==> src/rtl/morph_pkg.sv <==
package morph_pkg;

   localparam int LANE_W = 8;
   localparam logic [LANE_W-1:0] PAD_VALUE = '0;

   // Map a tap given as (rows back, columns back) from the newest sample to
   // its mask entry, with entry 0 at the top-left corner of the window.
   function automatic int mask_pos(input int rows_back, input int cols_back,
                                   input int k_rows, input int k_cols);
      return (k_rows - 1 - rows_back) * k_cols + (k_cols - 1 - cols_back);
   endfunction

endpackage

==> src/rtl/dil_linebuf.sv <==
module dil_linebuf #(
   parameter int DEPTH = 34,
   parameter int DW    = 8,
   parameter int AW    = 6
) (
   input  logic          clk,
   input  logic          we,
   input  logic [AW-1:0] addr,
   input  logic [DW-1:0] wdata,
   output logic [DW-1:0] rdata
);

   logic [DW-1:0] mem [DEPTH];

   always_ff @(posedge clk) begin
      if (we) mem[addr] <= wdata;
   end

   assign rdata = mem[addr];

endmodule

==> src/rtl/dil_wmax.sv <==
module dil_wmax
   import morph_pkg::*;
#(
   parameter int NTAP  = 9,
   parameter int LANES = 1,
   parameter int LW    = LANE_W
) (
   input  logic [NTAP*LANES*LW-1:0] taps,
   input  logic [NTAP-1:0]          tap_en,
   output logic [LANES*LW-1:0]      peak
);

   for (genvar l = 0; l < LANES; l++) begin : g_lane
      logic [LW-1:0] acc;
      always_comb begin
         acc = PAD_VALUE;
         for (int t = 0; t < NTAP; t++) begin
            if (tap_en[t] && (taps[(t*LANES + l)*LW +: LW] > acc))
               acc = taps[(t*LANES + l)*LW +: LW];
         end
      end
      assign peak[l*LW +: LW] = acc;
   end

endmodule

==> src/rtl/morph_dilate.sv <==
module morph_dilate
   import morph_pkg::*;
#(
   parameter int CHANNELS = 1,
   parameter int K_ROWS   = 3,
   parameter int K_COLS   = 3,
   parameter int MAX_ROWS = 32,
   parameter int MAX_COLS = 32,
   localparam int RH       = K_ROWS / 2,
   localparam int CHF      = K_COLS / 2,
   localparam int NTAP     = K_ROWS * K_COLS,
   localparam int PIX      = CHANNELS * LANE_W,
   localparam int XW       = $clog2(MAX_COLS + CHF + 1),
   localparam int YW       = $clog2(MAX_ROWS + RH + 1),
   localparam int MAW      = $clog2(NTAP),
   localparam int LB_DEPTH = MAX_COLS + CHF
) (
   input  logic           clk,
   input  logic           rst_n,
   input  logic [XW-1:0]  cfg_width,
   input  logic [YW-1:0]  cfg_height,
   input  logic           mask_wr,
   input  logic [MAW-1:0] mask_addr,
   input  logic [7:0]     mask_data,
   input  logic           in_valid,
   output logic           in_ready,
   input  logic           in_sof,
   input  logic [PIX-1:0] in_data,
   output logic           out_valid,
   input  logic           out_ready,
   output logic           out_sof,
   output logic           out_eol,
   output logic [PIX-1:0] out_data
);

   if ((K_ROWS % 2) == 0 || (K_COLS % 2) == 0 || K_ROWS < 3 || K_COLS < 3) begin : g_bad_kernel
      $error("morph_dilate: window sides must be odd and at least 3");
   end
   if (CHANNELS != 1 && CHANNELS != 3) begin : g_bad_lanes
      $error("morph_dilate: CHANNELS must be 1 or 3");
   end
   if (MAX_ROWS < 1 || MAX_COLS < 1) begin : g_bad_size
      $error("morph_dilate: picture limits must be positive");
   end

   // frame state
   logic            active_q, first_q;
   logic [XW-1:0]   wid_q, col_c;
   logic [YW-1:0]   hei_q, row_r;
   logic [NTAP-1:0] msk_sh, msk_act;

   // datapath
   logic [PIX-1:0]      col_v [K_ROWS];
   logic [PIX-1:0]      lb_rd [K_ROWS-1];
   logic [PIX-1:0]      col_q [K_COLS-1][K_ROWS];
   logic [NTAP*PIX-1:0] taps_flat;
   logic [NTAP-1:0]     tap_en;
   logic [PIX-1:0]      peak;

   logic need_in, emit, out_free, step, last_col, last_row, start;

   assign need_in  = (row_r < hei_q) && (col_c < wid_q);
   assign emit     = (row_r >= YW'(RH)) && (col_c >= XW'(CHF));
   assign out_free = !out_valid || out_ready;
   assign step     = active_q && out_free && (!need_in || in_valid);
   assign last_col = (col_c == wid_q + XW'(CHF) - XW'(1));
   assign last_row = (row_r == hei_q + YW'(RH) - YW'(1));
   assign start    = !active_q && in_valid && in_sof;
   assign in_ready = active_q ? (need_in && out_free) : !in_sof;

   // newest column: live sample on top, older rows from the line memories
   assign col_v[0] = need_in ? in_data : {CHANNELS{PAD_VALUE}};
   for (genvar k = 1; k < K_ROWS; k++) begin : g_vert
      assign col_v[k] = (row_r >= YW'(k)) ? lb_rd[k-1] : {CHANNELS{PAD_VALUE}};
      dil_linebuf #(.DEPTH(LB_DEPTH), .DW(PIX), .AW(XW)) u_lb (
         .clk   (clk),
         .we    (step),
         .addr  (col_c),
         .wdata (col_v[k-1]),
         .rdata (lb_rd[k-1])
      );
   end

   always_ff @(posedge clk) begin
      if (step) begin
         for (int k = 0; k < K_ROWS; k++) begin
            col_q[0][k] <= col_v[k];
            for (int j = 1; j < K_COLS-1; j++) col_q[j][k] <= col_q[j-1][k];
         end
      end
   end

   // window taps in mask order; columns left of the picture are disabled
   for (genvar k = 0; k < K_ROWS; k++) begin : g_tr
      for (genvar j = 0; j < K_COLS; j++) begin : g_tc
         localparam int T = mask_pos(k, j, K_ROWS, K_COLS);
         if (j == 0) begin : g_live
            assign taps_flat[T*PIX +: PIX] = col_v[k];
         end else begin : g_held
            assign taps_flat[T*PIX +: PIX] = col_q[j-1][k];
         end
         assign tap_en[T] = msk_act[T] && (col_c >= XW'(j));
      end
   end

   dil_wmax #(.NTAP(NTAP), .LANES(CHANNELS), .LW(LANE_W)) u_wmax (
      .taps   (taps_flat),
      .tap_en (tap_en),
      .peak   (peak)
   );

   // control: extended raster scan and shape mask
   always_ff @(posedge clk) begin
      if (!rst_n) begin
         active_q <= 1'b0;
         first_q  <= 1'b0;
         wid_q    <= '0;
         hei_q    <= '0;
         col_c    <= '0;
         row_r    <= '0;
         msk_sh   <= '1;
         msk_act  <= '1;
      end else begin
         if (mask_wr && (int'(mask_addr) < NTAP)) msk_sh[mask_addr] <= |mask_data;
         if (start) begin
            active_q <= 1'b1;
            first_q  <= 1'b1;
            wid_q    <= cfg_width;
            hei_q    <= cfg_height;
            msk_act  <= msk_sh;
            col_c    <= '0;
            row_r    <= '0;
         end else if (step) begin
            if (emit) first_q <= 1'b0;
            if (last_col) begin
               col_c <= '0;
               if (last_row) active_q <= 1'b0;
               else          row_r    <= row_r + YW'(1);
            end else begin
               col_c <= col_c + XW'(1);
            end
         end
      end
   end

   always_ff @(posedge clk) begin
      if (!rst_n) begin
         out_valid <= 1'b0;
         out_sof   <= 1'b0;
         out_eol   <= 1'b0;
         out_data  <= '0;
      end else if (step && emit) begin
         out_valid <= 1'b1;
         out_sof   <= first_q;
         out_eol   <= last_col;
         out_data  <= peak;
      end else if (out_ready) begin
         out_valid <= 1'b0;
      end
   end

endmodule

==> config.mk <==
export PLATFORM = sky130hd
export DESIGN_NAME = morph_dilate
export DESIGN_NICKNAME = d
export VERILOG_FILES = /design/src/rtl/morph_pkg.sv /design/src/rtl/dil_linebuf.sv /design/src/rtl/dil_wmax.sv /design/src/rtl/morph_dilate.sv
export SDC_FILE = /design/constraint.sdc
export NUM_CORES = 1
export LEC_CHECK = 0
export BUFFER_PORTS_ARGS = -buffer_cell sky130_fd_sc_hd__buf_2
export CAP_MARGIN = 20
export CORE_MARGIN = 1
export CORE_UTILIZATION = 59
export CTS_BUF_LIST = sky130_fd_sc_hd__clkbuf_8
export DETAILED_ROUTE_END_ITERATION = 10
export HOLD_SLACK_MARGIN = 0.1
export PLACE_DENSITY = 0.85
export SLEW_MARGIN = 40
export SYNTH_ARGS = -nofsm -noshare
export SYNTH_HDL_FRONTEND = slang
export SYNTH_HIERARCHICAL = 1
export SYNTH_SLANG_ARGS = --single-unit
==> constraint.sdc <==
create_clock -name clk -period 16.7 [get_ports clk]
set_input_delay 2.505 -clock clk [delete_from_list [all_inputs] [get_ports clk]]
set_output_delay 2.505 -clock clk [all_outputs]
set_load 0.1 [all_outputs]
==> metrics.md <==
| Metric | Value |
|---|---|
| CTS Hold Bufs | 0 |
| CP startpoint kind | flip-flop |
| Total die area | ~0.05 mm^2 |
| Asr flop ratio synth | 0% |
| Fin util | 67.53% |
| Slew headroom | a little under two fifths |
| Mux contribution to synthesized area | around 7.1% |
| Final WL | 71.22 mm |
| Final Cell Area | around 0.032 mm^2 |
| Number of synthesized register bits | between 600 and 700 |
| Synth Flop Type | edfxtp_1 |
| Post-Synthesis Cells | 2,097 |
| Wire per inst | between 20 and 25 um |
| Simple-gate share of the synthesized area | under 10% |
| Crit path top cell by count | ha_1 |
| Final min period | 16.26 ns |
| Compound-Gate Fraction of Synth Area | roughly an eighth |
| Number of fill cells | 3,044 |
| Fin nets | 2,329 |
| Count of cell types in the netlist | 98 |
| Root buffer cell | clkbuf_8 |
| Final Max Tran Viols | 0 |
| Final period utilization | between 90% and 100% |
| Tot GR Track Use | 28.68% |
| Slowest CP cell | or4_1 |
| Worst EP required | about 17 ns |
| Delay-heaviest family, CP | compound AO/OA/AOI/OAI gates |
| Outcome | complete, no violations |
| EDFF count, synth | ~580 |
| Tightest Pin Transition | approximately 0.93 ns |
| Non-Filler Instances | slightly below 3,000 |
| Post-Synthesis Mean Instance Area | 13.51 um^2 |
| CTS tree | yes |
| Row count | a little under 80 |
| GP Congestion | between 0.9 and 1 |
| Total chip power | roughly 0.0035 W |
| Fmax | slightly above 60 MHz |
| First-pass GRT wire length | about 110 mm |
| Placed instance area | 0.02926 mm^2 |
| Part of the Yosys area used for sequential elements | between 60% and 70% |
| Xor and xnor area share after synthesis | 0.09276% |
| DRC Markers | 0 |
| Vias per cell | around 6.7 |
| Area added between synthesis and finish | 11.92% |
| CP Max Fanout | 11 |
| HPWL Detailed | roughly 44 mm |
| Synth warn | 6 |
| Initial Util | between 60% and 70% |
| Worst vdd ir | roughly 0.093 mV |
| CTS H-Tree Depth | 3 |
| Worst EP arrival | 16.86 ns |
| Worst Hold Class | reg -> reg |
| Vias | just under 20,000 |
| Num CTS Buffers | 97 |
| Die X | 221.1 um |
| Synth Cell Area | ~0.028 mm^2 |
| CTS clk-pin slew, worst paths | around 0.06 ns |
| Endpoint class of the critical path | flip-flop |
| Pin count of the biggest net entering global routing | around 120 |
| DRT iter0 DRCs | 2,696 |
| GRT overflow | 0 |
| Die Ht | about 220 um |
| Final Skew | about 0.038 ns |
| Worst path max stage delay | about 0.52 ns |
| Core ar. | roughly 0.047 mm^2 |
| CTS max path bufs | 3 |
| Post-synth net total | ~2,200 |
| Area occupied by multi-input gates | about 0.0096 mm^2 |
| Max-cap viol count | 0 |
| Post-Place Cells | about 2,700 |
| Critical path class | reg -> reg |
| DR pass1 iterations | 6 |
| Vias in the first global route | 19,108 |
| Final setup vio count | 0 |
| Post-synthesis adder-cell area fraction | under 10% |
| P per Cell Area | around 110 mW/mm^2 |
| Initial antenna violation count | 0 |
| Num ports | 50 |
| Port Buffers | between 40 and 50 |
| Main combinational cell family by area after synthesis | compound AO/OA/AOI/OAI gates |
| Register area | roughly 0.018 mm^2 |
| Final TNS setup | 0 ns |
| Ant diodes | 0 |
| Crit path buf inv count | 11 |
| Final hold viol count | 0 |
| Share of post-route cells with drive strength above 1 | approximately 17% |
| Latest clock arrival within the worst-skew pair | ~0.70 ns |
| Lkg Pwr | approximately 11 nW |
| Clock sink total | about 630 |
| Post-route ant nets | 0 |
layout make-up:
cell class,instances,share of cell area (%)
multi-input cells,1299,30.16
clock inverters,75,1.334
clock buffers,103,4.471
flip-flops and latches,631,58.06
repair buffers,121,2.774
well taps,607,2.396
inverters,68,0.8051
through the flow:
stage / hold WS (ns) / setup WS, ns
global placement: 0.4359 / 0.1756
CTS: 0.4508 / 0.03641
finish: 0.4497 / 0.4448
detailed placement: 0.4355 / -0.4476
floorplan: 0.4264 / 0.9517
global route: 0.4638 / -0.2330
report_power, final:
part	total [W]	switching (W)	internal, W
combinational	0.000562	0.000345	0.000216
sequential	0.00175	0.0000113	0.00174
clock	0.00121	0.000592	0.000621
total	0.00353	0.000948	0.00258
layout by cell type, fill, tap and decap left out, drive strengths merged, types with 73 or more instances in the layout:
cell	n
buf	120
clkbuf	103
o21ai	74
mux2i	161
edfxtp	576
nand2	156
inv	105
a21oi	79
nor2	151
ha	73
synth_stat cells, drive strengths merged, types with 11 or more instances:
| master | instances | area [um^2] |
|---|---|---|
| a21o | 14 | 112.6 |
| a21oi | 79 | 402.9 |
| a221oi | 67 | 586.8 |
| a22oi | 27 | 202.7 |
| a32oi | 17 | 148.9 |
| and2 | 47 | 294.0 |
| buf | 62 | 395.4 |
| clkbuf | 39 | 146.4 |
| dfxtp | 55 | 1101 |
| edfxtp | 576 | 17300 |
| ha | 73 | 913.4 |
| inv | 68 | 255.3 |
| mux2 | 28 | 315.3 |
| mux2i | 161 | 1612 |
| nand2 | 156 | 585.6 |
| nand2b | 26 | 162.7 |
| nand3 | 42 | 222.7 |
| nand4 | 22 | 137.6 |
| nor2 | 150 | 578.1 |
| nor2b | 25 | 156.4 |
| nor3 | 17 | 95.09 |
| o21ai | 74 | 374.1 |
| o221ai | 11 | 120.1 |
| o22ai | 56 | 350.3 |
| or2 | 13 | 81.33 |
| or3 | 11 | 73.82 |
what timing repair did:
item | in CTS | in global routing
cloned | 0 | 4
gates resized for setup | 16 | 63
pin swaps | 1 | 9
setup endpoints to repair | 8 | 8
setup buffers | 2 | 21
sequential cells by signal, indices dropped and copies added, names as in the netlist:
signal	cells
col_q	48
first_q	1
hei_q	6
active_q	1
wid_q	6
out_data	8
out_eol	1
col_c	6
msk_act	9
msk_sh	9
g_vert.u_lb/mem	528
out_valid	1
out_sof	1
row_r	6
worst paths after layout:
kind	start	to	slack [ns]	cells past startpoint
max reg2reg	col_c[2]$_SDFFE_PP0P_	out_data[6]$_SDFFE_PN0P_	0.44	81
min	col_q[0][16]$_DFFE_PP_	col_q[0][40]$_DFFE_PP_	0.45	0
min reg2reg	col_q[0][16]$_DFFE_PP_	col_q[0][40]$_DFFE_PP_	0.45	0
max	col_c[2]$_SDFFE_PP0P_	out_data[6]$_SDFFE_PN0P_	0.44	81
routing by layer:
metal / vias to the layer above / global-route usage (%) / part of all wire [%]
met5: - / 0 / 0
met1: 9316 / 37.01 / 37
met2: 1313 / 46.64 / 48
met3: 277 / 5.829 / 11
met4: 0 / 13.87 / 4.5
li1: 8440 / - / -
cell families (layout without fill, tap and decap cells):
group,after synthesis,in the layout
flip-flops,631,631
AND/OR/NAND/NOR,561,562
AO/OA/AOI/OAI,466,467
multiplexers,193,193
buffers and inverters,169,367
adder cells (fa/ha/maj),74,74
XOR/XNOR,3,3
(Power assumes the default switching activity.)
